`src/rtl/ibi_slc_pkg.sv`:
```
package ibi_slc_pkg;

  localparam int unsigned WORD_W    = 32;
  localparam int unsigned HLEN_W    = 8;
  localparam int unsigned SLICE_MAX = 63;

  typedef enum logic [1:0] {
    ST_IDLE,
    ST_HDR,
    ST_DATA,
    ST_DONE
  } slc_state_e;

  // Slice length in bytes from the length field (units of four bytes).
  function automatic int unsigned slice_bytes(input int unsigned field);
    int unsigned s;
    s = (field == 0) ? 4 : field * 4;
    if (s >= SLICE_MAX + 1) s = SLICE_MAX;
    return s;
  endfunction

endpackage

```
`src/rtl/ibi_stage_buf.sv`:
```
module ibi_stage_buf #(
  parameter int unsigned DEPTH = 128,
  parameter int unsigned CW    = $clog2(DEPTH + 1)
) (
  input  logic          clk,
  input  logic          rst,
  input  logic          wr_en,
  input  logic [7:0]    wr_byte,
  input  logic          rd_en,
  input  logic          flush,
  output logic [7:0]    head,
  output logic [CW-1:0] count,
  output logic          full
);

  localparam int unsigned AW = (DEPTH > 1) ? $clog2(DEPTH) : 1;

  logic [7:0]    mem [DEPTH];
  logic [AW-1:0] wp, rp;

  function automatic logic [AW-1:0] nxt(input logic [AW-1:0] p);
    return (p == AW'(DEPTH - 1)) ? '0 : p + AW'(1);
  endfunction

  always_ff @(posedge clk) begin
    if (wr_en) mem[wp] <= wr_byte;
  end

  always_ff @(posedge clk) begin
    if (rst || flush) begin
      wp    <= '0;
      rp    <= '0;
      count <= '0;
    end else begin
      if (wr_en) wp <= nxt(wp);
      if (rd_en) rp <= nxt(rp);
      count <= count + CW'(wr_en) - CW'(rd_en);
    end
  end

  assign head = mem[rp];
  assign full = (count == CW'(DEPTH));


  stage_bound_chk: assert property (@(posedge clk) disable iff (rst)
    count <= CW'(DEPTH));


  stage_no_wr_full_chk: assert property (@(posedge clk) disable iff (rst)
    full |-> !wr_en);


  stage_underrun_chk: assert property (@(posedge clk) disable iff (rst)
    rd_en |-> (count != '0));

endmodule

```
`src/rtl/ibi_word_fifo.sv`:
```
module ibi_word_fifo #(
  parameter int unsigned DEPTH = 16,
  parameter int unsigned W     = 32,
  parameter int unsigned LW    = $clog2(DEPTH + 1)
) (
  input  logic          clk,
  input  logic          rst,
  input  logic          push,
  input  logic [W-1:0]  push_word,
  input  logic          pop,
  output logic [W-1:0]  rd_word,
  output logic [LW-1:0] level,
  output logic          overflow
);

  localparam int unsigned AW = (DEPTH > 1) ? $clog2(DEPTH) : 1;

  logic [W-1:0]  mem [DEPTH];
  logic [AW-1:0] wp, rp;
  logic          full, empty, do_push, do_pop;

  function automatic logic [AW-1:0] nxt(input logic [AW-1:0] p);
    return (p == AW'(DEPTH - 1)) ? '0 : p + AW'(1);
  endfunction

  assign full    = (level == LW'(DEPTH));
  assign empty   = (level == '0);
  assign do_push = push && !full;
  assign do_pop  = pop && !empty;

  always_ff @(posedge clk) begin
    if (do_push) mem[wp] <= push_word;
  end

  always_ff @(posedge clk) begin
    if (rst) begin
      rd_word <= '0;
    end else if (pop) begin
      rd_word <= empty ? '0 : mem[rp];
    end
  end

  always_ff @(posedge clk) begin
    if (rst) begin
      wp       <= '0;
      rp       <= '0;
      level    <= '0;
      overflow <= 1'b0;
    end else begin
      if (do_push) wp <= nxt(wp);
      if (do_pop)  rp <= nxt(rp);
      level <= level + LW'(do_push) - LW'(do_pop);
      if (push && full) overflow <= 1'b1;
    end
  end


  fifo_drop_chk: assert property (@(posedge clk) disable iff (rst)
    (push && full && !pop) |=> (level == $past(level)) && overflow);


  fifo_empty_read_chk: assert property (@(posedge clk) disable iff (rst)
    (pop && empty) |=> (rd_word == '0));


  fifo_level_bound_chk: assert property (@(posedge clk) disable iff (rst)
    level <= LW'(DEPTH));


  fifo_sticky_chk: assert property (@(posedge clk) disable iff (rst)
    $past(overflow) |-> overflow);

endmodule

```
`src/rtl/ibi_slice_ctrl.sv`:
```
module ibi_slice_ctrl
  import ibi_slc_pkg::*;
#(
  parameter int unsigned DT_W = 5,
  parameter int unsigned CW   = 8
) (
  input  logic              clk,
  input  logic              rst,
  input  logic              fin,
  input  logic [WORD_W-1:0] fin_base,
  input  logic              fin_nack,
  input  logic              fin_notify,
  input  logic [DT_W-1:0]   dthld,
  input  logic [CW-1:0]     stage_cnt,
  input  logic [7:0]        stage_head,
  output logic              stage_pop,
  output logic              stage_flush,
  output logic              q_push,
  output logic [WORD_W-1:0] q_word,
  output logic              busy,
  output logic              done,
  output logic [CW-1:0]     slices
);

  localparam int unsigned MW = (CW > HLEN_W) ? CW : HLEN_W;

  slc_state_e        state;
  logic [CW-1:0]     rem;
  logic [HLEN_W-1:0] ssz, slen, bidx;
  logic [WORD_W-1:0] base_q, acc;
  logic [CW-1:0]     nslc;

  logic [MW-1:0]     rem_x, ssz_x, cur_len_x;
  logic              last_sl;
  logic [1:0]        lane;
  logic [WORD_W-1:0] word_n;
  logic              end_w, end_sl, suppress;

  assign rem_x     = MW'(rem);
  assign ssz_x     = MW'(ssz);
  assign cur_len_x = (rem_x < ssz_x) ? rem_x : ssz_x;
  assign last_sl   = (rem_x <= ssz_x);
  assign lane      = bidx[1:0];
  assign word_n    = acc | (WORD_W'(stage_head) << {lane, 3'b000});
  assign end_sl    = (bidx == slen - HLEN_W'(1));
  assign end_w     = (lane == 2'd3) || end_sl;
  assign suppress  = fin_nack && !fin_notify;

  always_comb begin
    stage_pop   = 1'b0;
    stage_flush = 1'b0;
    q_push      = 1'b0;
    q_word      = '0;
    case (state)
      ST_IDLE: stage_flush = fin && suppress;
      ST_HDR: begin
        q_push = 1'b1;
        q_word = {last_sl, base_q[WORD_W-2:HLEN_W], cur_len_x[HLEN_W-1:0]};
      end
      ST_DATA: begin
        stage_pop = 1'b1;
        q_push    = end_w;
        q_word    = word_n;
      end
      default: ;
    endcase
  end

  assign busy = (state != ST_IDLE);
  assign done = (state == ST_DONE);

  always_ff @(posedge clk) begin
    if (rst) begin
      state  <= ST_IDLE;
      rem    <= '0;
      ssz    <= '0;
      slen   <= '0;
      bidx   <= '0;
      base_q <= '0;
      acc    <= '0;
      nslc   <= '0;
      slices <= '0;
    end else begin
      case (state)
        ST_IDLE: begin
          if (fin && !suppress) begin
            rem    <= stage_cnt;
            ssz    <= HLEN_W'(slice_bytes(32'(dthld)));
            base_q <= fin_base;
            nslc   <= '0;
            state  <= ST_HDR;
          end
        end
        ST_HDR: begin
          nslc  <= nslc + CW'(1);
          rem   <= CW'(rem_x - cur_len_x);
          slen  <= cur_len_x[HLEN_W-1:0];
          bidx  <= '0;
          acc   <= '0;
          state <= (cur_len_x == '0) ? ST_DONE : ST_DATA;
        end
        ST_DATA: begin
          acc  <= end_w ? '0 : word_n;
          bidx <= bidx + HLEN_W'(1);
          if (end_sl) state <= (rem == '0) ? ST_DONE : ST_HDR;
        end
        ST_DONE: begin
          slices <= nslc;
          state  <= ST_IDLE;
        end
        default: state <= ST_IDLE;
      endcase
    end
  end


  slice_len_chk: assert property (@(posedge clk) disable iff (rst)
    (state == ST_HDR) |-> (q_word[HLEN_W-1:0] <= HLEN_W'(SLICE_MAX)));


  empty_slice_last_chk: assert property (@(posedge clk) disable iff (rst)
    (state == ST_HDR && q_word[HLEN_W-1:0] == '0) |-> q_word[WORD_W-1]);


  data_has_bytes_chk: assert property (@(posedge clk) disable iff (rst)
    (state == ST_DATA) |-> (stage_cnt != '0));

endmodule

```
`src/rtl/ibi_payload_slicer.sv`:
```
module ibi_payload_slicer
  import ibi_slc_pkg::*;
#(
  parameter int unsigned QDEPTH = 16,
  parameter int unsigned SDEPTH = 128,
  parameter int unsigned DT_W   = 5,
  parameter int unsigned ST_W   = 4,
  parameter int unsigned LW     = $clog2(QDEPTH + 1),
  parameter int unsigned CW     = $clog2(SDEPTH + 1)
) (
  input  logic              clk,
  input  logic              rst,
  input  logic [7:0]        in_byte,
  input  logic              in_valid,
  output logic              in_ready,
  input  logic              fin_strobe,
  input  logic [WORD_W-1:0] fin_status,
  input  logic              fin_nacked,
  input  logic              fin_notify,
  input  logic [DT_W-1:0]   data_thld,
  input  logic [ST_W-1:0]   stat_thld,
  input  logic              rd_strobe,
  output logic [WORD_W-1:0] rd_data,
  output logic [LW-1:0]     q_level,
  output logic [CW-1:0]     stat_count,
  output logic              thld_irq,
  output logic              q_overflow
);

  localparam int unsigned TW = (ST_W + 1 > LW) ? ST_W + 1 : LW;

  logic              st_full, st_pop, st_flush, st_wr, busy, done, q_push;
  logic [7:0]        st_head;
  logic [CW-1:0]     st_cnt;
  logic [WORD_W-1:0] q_word;
  logic [TW-1:0]     thr, lvl;

  assign in_ready = !busy && !st_full && !fin_strobe;
  assign st_wr    = in_valid && in_ready;

  ibi_stage_buf #(.DEPTH(SDEPTH), .CW(CW)) i_stage (
    .clk     (clk),
    .rst     (rst),
    .wr_en   (st_wr),
    .wr_byte (in_byte),
    .rd_en   (st_pop),
    .flush   (st_flush),
    .head    (st_head),
    .count   (st_cnt),
    .full    (st_full)
  );

  ibi_slice_ctrl #(.DT_W(DT_W), .CW(CW)) i_ctrl (
    .clk         (clk),
    .rst         (rst),
    .fin         (fin_strobe),
    .fin_base    (fin_status),
    .fin_nack    (fin_nacked),
    .fin_notify  (fin_notify),
    .dthld       (data_thld),
    .stage_cnt   (st_cnt),
    .stage_head  (st_head),
    .stage_pop   (st_pop),
    .stage_flush (st_flush),
    .q_push      (q_push),
    .q_word      (q_word),
    .busy        (busy),
    .done        (done),
    .slices      (stat_count)
  );

  ibi_word_fifo #(.DEPTH(QDEPTH), .W(WORD_W), .LW(LW)) i_queue (
    .clk       (clk),
    .rst       (rst),
    .push      (q_push),
    .push_word (q_word),
    .pop       (rd_strobe),
    .rd_word   (rd_data),
    .level     (q_level),
    .overflow  (q_overflow)
  );

  assign thr = TW'(stat_thld) + TW'(1);
  assign lvl = TW'(q_level);

  always_ff @(posedge clk) begin
    if (rst) begin
      thld_irq <= 1'b0;
    end else if (rd_strobe && lvl != '0 && (lvl - TW'(1)) < thr) begin
      thld_irq <= 1'b0;
    end else if (done && lvl >= thr) begin
      thld_irq <= 1'b1;
    end
  end


  irq_rise_chk: assert property (@(posedge clk) disable iff (rst)
    $rose(thld_irq) |-> $past(done));


  irq_fall_chk: assert property (@(posedge clk) disable iff (rst)
    $fell(thld_irq) |-> $past(rd_strobe));


  no_take_busy_chk: assert property (@(posedge clk) disable iff (rst)
    busy |=> $stable(st_cnt) || (st_cnt < $past(st_cnt)));

endmodule

```
`config.mk`:
```
export PLATFORM = sky130hd
export DESIGN_NAME = ibi_payload_slicer
export DESIGN_NICKNAME = d
export VERILOG_FILES = /design/src/rtl/ibi_slc_pkg.sv /design/src/rtl/ibi_stage_buf.sv /design/src/rtl/ibi_word_fifo.sv /design/src/rtl/ibi_slice_ctrl.sv /design/src/rtl/ibi_payload_slicer.sv
export SDC_FILE = /design/constraint.sdc
export NUM_CORES = 2
export LEC_CHECK = 0
export ABC_CLOCK_PERIOD_IN_PS = 10100
export BUFFER_PORTS_ARGS = -buffer_cell sky130_fd_sc_hd__buf_4
export CORE_UTILIZATION = 56
export CTS_CLUSTER_SIZE = 20
export DETAILED_ROUTE_END_ITERATION = 8
export PLACE_DENSITY = 0.72
export SLEW_MARGIN = 40
export SYNTH_ARGS = -nofsm -noshare
export SYNTH_HDL_FRONTEND = slang
export SYNTH_SLANG_ARGS = --single-unit
export TNS_END_PERCENT = 1
```
`constraint.sdc`:
```
create_clock -name clk -period 10.1 [get_ports clk]
set_input_delay 2.02 -clock clk [delete_from_list [all_inputs] [get_ports clk]]
set_output_delay 2.02 -clock clk [all_outputs]
set_load 0.02 [all_outputs]
```
==> metrics.txt <==
# TYPE chip_impl_metric gauge
chip_impl_metric{name="layout-area-overhead-vs-synth",unit="%"} 11.93
chip_impl_info{name="worst_setup_path_end_kind",value="primary output"} 1
chip_impl_metric{name="gr-total-overflow",unit=""} 0
chip_impl_metric{name="dp_hpwl",unit="um"} 91290
chip_impl_metric{name="post_dp_cell_area",unit="um^2"} 70710
chip_impl_metric{name="fin_worst_skew",unit="ns"} 0.05506
chip_impl_metric{name="port_buffers",unit=""} 94
chip_impl_metric{name="hold_viol_final",unit=""} 0
chip_impl_metric{name="postCtsResizedCells",unit=""} 0
chip_impl_metric{name="clock_slew_at_the_register_clock_pins_of_the_worst_setup_and_hold_paths",unit="ns"} 0.06
chip_impl_metric{name="fp.coreArea",unit="um^2"} 120300
chip_impl_metric{name="cp_data_required_time",unit="ns"} 8.08
chip_impl_metric{name="worstMarginPinSlew",unit="ns"} 0.8929
chip_impl_info{name="timing.rr.end",value="i_queue.mem[0][6]$_DFFE_PP_"} 1
chip_impl_info{name="rsz0062_at_grt",value="no"} 1
chip_impl_metric{name="post-route-min-period",unit="ns"} 4.734
chip_impl_metric{name="number_of_global_route_vias_before_repair",unit=""} 35240
chip_impl_info{name="cts_root_buffer",value="sky130_fd_sc_hd__clkbuf_16"} 1
chip_impl_metric{name="detailedRoute.firstPassIterationCount",unit=""} 5
chip_impl_metric{name="worst_setup_slack_before_clock_tree_synthesis",unit="ns"} 5.126
chip_impl_metric{name="yosysSeqAreaShare",unit="%"} 73.11
chip_impl_metric{name="syn_avg_cell_area",unit="um^2"} 18.31
chip_impl_info{name="critical_path_class",value="in -> out"} 1
chip_impl_metric{name="p_leak",unit="nW"} 23.12
chip_impl_metric{name="cts.htree.levels",unit=""} 4
chip_impl_metric{name="cap_viol_max_count",unit=""} 0
chip_impl_info{name="ys_dominant_reg_cell",value="sky130_fd_sc_hd__edfxtp_1"} 1
chip_impl_metric{name="post-route-period-util",unit="%"} 46.87
chip_impl_metric{name="synth.cell_area",unit="um^2"} 68100
chip_impl_metric{name="avgViaCountPerCell",unit=""} 6.301
chip_impl_metric{name="slew_viol_final",unit=""} 0
chip_impl_metric{name="stdcell_area",unit="um^2"} 76230
chip_impl_metric{name="avgRoutedWirePerCell",unit="um"} 27.79
chip_impl_metric{name="synth_edf_count",unit=""} 1536
chip_impl_metric{name="pin_count",unit=""} 104
chip_impl_metric{name="grt_max_degree",unit=""} 111
chip_impl_metric{name="post-route-drc-count",unit=""} 0
chip_impl_metric{name="rows",unit=""} 127
chip_impl_info{name="timing.critical_path.from_type",value="primary input"} 1
chip_impl_metric{name="max-slew-margin-rel",unit="%"} 40.10
chip_impl_info{name="status",value="completed"} 1
chip_impl_info{name="timing.critical_path.from",value="fin_strobe"} 1
chip_impl_metric{name="cts_num_sinks",unit=""} 1719
chip_impl_metric{name="clockBufferDepth",unit=""} 3
chip_impl_metric{name="synth_unique_cells",unit=""} 83
chip_impl_metric{name="num_antenna_cells",unit=""} 0
chip_impl_metric{name="final_util",unit="%"} 63.37
chip_impl_metric{name="critPathArrivalTime",unit="ns"} 2.71
chip_impl_metric{name="timing.fmax",unit="MHz"} 211.2
chip_impl_metric{name="clock_latency",unit="ns"} 0.80
chip_impl_metric{name="ir_drop",unit="uV"} 190.0
chip_impl_metric{name="final_nets",unit=""} 3996
chip_impl_metric{name="dieHeight",unit="um"} 350.7
chip_impl_metric{name="p_per_area",unit="nW/um^2"} 215.3
chip_impl_metric{name="synthCells",unit=""} 3720
chip_impl_metric{name="post-route-worst-setup-slack",unit="ns"} 5.366
chip_impl_metric{name="die_width",unit="um"} 350.7
chip_impl_metric{name="detail_route.wirelength",unit="um"} 156200
chip_impl_metric{name="postSynthNetCount",unit=""} 3837
chip_impl_metric{name="route.vias.total",unit=""} 35418
chip_impl_metric{name="final_antenna_net_count",unit=""} 0
chip_impl_metric{name="drtIter0Drc",unit=""} 3923
chip_impl_metric{name="total_power",unit="mW"} 16.41
chip_impl_info{name="final_cell_mix",value="sky130_fd_sc_hd__edfxtp_1 (1536), sky130_fd_sc_hd__mux4_2 (338), sky130_fd_sc_hd__nor2_1 (259), sky130_fd_sc_hd__dfxtp_1 (176), sky130_fd_sc_hd__clkbuf_16 (173)"} 1
chip_impl_metric{name="synth.yosys.warnings",unit=""} 0
chip_impl_metric{name="totalNegativeSetupSlack",unit="ns"} 0
chip_impl_metric{name="grt_first_pass_wirelength",unit="um"} 230100
chip_impl_info{name="tritoncts",value="yes"} 1
chip_impl_metric{name="layout-drive-gt1-share",unit="%"} 21.43
chip_impl_metric{name="setup-violations-final",unit=""} 0
chip_impl_info{name="regToRegStartpoint",value="i_ctrl.state[1]$_SDFFE_PP0P_"} 1
chip_impl_metric{name="r2r_worst_path_depth",unit=""} 10
chip_impl_metric{name="starting_density_of_the_core",unit="%"} 56.62
chip_impl_metric{name="post_cts_hold_buffer_count",unit=""} 0
chip_impl_metric{name="ys_async_sr_fraction",unit="%"} 0
chip_impl_info{name="hold_class",value="reg -> reg"} 1
chip_impl_info{name="critical_path.endpoint",value="in_ready"} 1
chip_impl_metric{name="globalplace.congestion",unit=""} 0.8361
chip_impl_metric{name="cts_setup_buffers",unit=""} 0
chip_impl_info{name="final_common_cell",value="sky130_fd_sc_hd__edfxtp_1"} 1
chip_impl_metric{name="timing.critical_path.fanout_max",unit=""} 4
chip_impl_metric{name="flip_flop_and_latch_count_after_synthesis",unit=""} 1719
chip_impl_metric{name="grt_antenna_before_repair",unit=""} 1
chip_impl_metric{name="track_usage",unit="%"} 25.77
chip_impl_metric{name="floorplan.die_area",unit="um^2"} 123000
chip_impl_metric{name="tritoncts.num_buffers",unit=""} 168
chip_impl_metric{name="slack_of_the_worst_reg_to_reg_path",unit="ns"} 5.41
## area by class of cell
cell class	instances	area (um^2)
sequential	1719	49810
fill	8128	44060
multi-input combinational	1751	17300
clock buffer	222	4603
tap	1612	2017
timing repair buffer	188	1553
clock inverter	78	760.7
inverter	51	191.4
## per-layer routing
metal	vias up	GRT usage (%)	share of wire, %
met5	-	0	0.0083
met4	2	8.377	2.8
met3	281	4.341	7.9
met2	1627	42.11	49
met1	18256	35.64	40
li1	15252	-	-
## cell families (layout without fill, tap and decap cells)
| group | after synthesis | count (layout) | synth area share (%) |
|---|---|---|---|
| flip-flops | 1719 | 1719 | 73.11 |
| AND/OR/NAND/NOR | 683 | 683 | 4.643 |
| multiplexers | 531 | 531 | 14.24 |
| AO/OA/AOI/OAI | 430 | 430 | 4.327 |
| buffers and inverters | 250 | 539 | 1.942 |
| adder cells (fa/ha/maj) | 61 | 61 | 1.154 |
| XOR/XNOR | 46 | 46 | 0.5916 |
## state kept, by name (all words and copies together), names as in the netlist, named ones only
register,cells
thld_irq,1
i_ctrl.slen,8
i_stage.rp,7
i_queue.wp,4
i_stage.count,8
i_queue.level,5
i_ctrl.nslc,8
i_ctrl.rem,8
i_stage.wp,7
i_queue.overflow,1
i_ctrl.slices,8
i_ctrl.ssz,6
i_ctrl.acc,32
i_queue.mem,512
i_ctrl.bidx,8
i_ctrl.base_q,23
i_stage.mem,1024
i_ctrl.state,2
i_queue.rd_word,32
i_queue.rp,4
## power breakdown
group	internal, mW	switching [mW]
logic	1.03	1.32
registers	7.86	0.138
clock network	3.41	2.65
## metrics by stage
stage	hold WS, ns	instances
2_1_floorplan	0.4322	3720
3_3_place_gp	0.4443	5316
3_5_place_dp	0.4471	5318
4_1_cts	0.4645	5618
5_1_grt	0.4828	5621
6_report	0.4656	5621
## worst max-delay path, stage by stage
cell	delay, ns
sky130_fd_sc_hd__buf_4	0.12
sky130_fd_sc_hd__a211oi_1	0.19
sky130_fd_sc_hd__buf_4	0.22
sky130_fd_sc_hd__buf_4	0.16
## Yosys cell counts, types with 8 or more instances
cell type	instances	area, um^2
sky130_fd_sc_hd__and2_1	10	62.56
sky130_fd_sc_hd__o21ai_1	20	100.1
sky130_fd_sc_hd__a21o_1	10	75.07
sky130_fd_sc_hd__nor3_1	40	200.2
sky130_fd_sc_hd__a21oi_1	124	620.6
sky130_fd_sc_hd__nor2_1	288	1081
sky130_fd_sc_hd__buf_6	24	270.3
sky130_fd_sc_hd__clkbuf_1	101	379.1
sky130_fd_sc_hd__buf_2	27	135.1
sky130_fd_sc_hd__or3_1	12	75.07
sky130_fd_sc_hd__nand2b_1	14	87.58
sky130_fd_sc_hd__o211ai_1	12	90.09
sky130_fd_sc_hd__buf_1	33	123.9
sky130_fd_sc_hd__nor2b_1	48	300.3
sky130_fd_sc_hd__o221ai_1	22	192.7
sky130_fd_sc_hd__and3_1	8	50.05
sky130_fd_sc_hd__dfxtp_1	183	3664
sky130_fd_sc_hd__mux2i_1	167	1672
sky130_fd_sc_hd__a211oi_1	34	255.2
sky130_fd_sc_hd__nand4_1	15	93.84
sky130_fd_sc_hd__o22ai_1	10	62.56
sky130_fd_sc_hd__o2bb2ai_1	9	78.83
sky130_fd_sc_hd__a22oi_1	71	533.0
sky130_fd_sc_hd__nand2_1	140	525.5
sky130_fd_sc_hd__edfxtp_1	1536	46120
sky130_fd_sc_hd__mux4_2	338	7612
sky130_fd_sc_hd__mux2_2	18	202.7
sky130_fd_sc_hd__nor4_1	19	118.9
sky130_fd_sc_hd__nand3_1	54	270.3
sky130_fd_sc_hd__o21ai_0	39	195.2
sky130_fd_sc_hd__ha_1	58	725.7
sky130_fd_sc_hd__mux4_1	8	210.2
sky130_fd_sc_hd__a22o_1	26	227.7
sky130_fd_sc_hd__inv_1	48	180.2
sky130_fd_sc_hd__xnor2_1	19	166.4
sky130_fd_sc_hd__xor2_1	27	236.5
## how the worst min path moves through the flow
stage                                     start                           to  slack, ns  cells after the start
floorplan            i_ctrl.acc[4]$_SDFFE_PP0P_   i_ctrl.acc[4]$_SDFFE_PP0P_       0.43                      1
global placement     i_ctrl.acc[4]$_SDFFE_PP0P_   i_ctrl.acc[4]$_SDFFE_PP0P_       0.44                      1
detailed placement   i_ctrl.acc[6]$_SDFFE_PP0P_   i_ctrl.acc[6]$_SDFFE_PP0P_       0.45                      1
CTS                  i_ctrl.acc[7]$_SDFFE_PP0P_   i_ctrl.acc[7]$_SDFFE_PP0P_       0.46                      1
global route        i_ctrl.acc[15]$_SDFFE_PP0P_  i_ctrl.acc[15]$_SDFFE_PP0P_       0.48                      1
finish              i_ctrl.acc[23]$_SDFFE_PP0P_  i_ctrl.acc[23]$_SDFFE_PP0P_       0.47                      1
No activity file was read; power rests on OpenSTA's default activity.
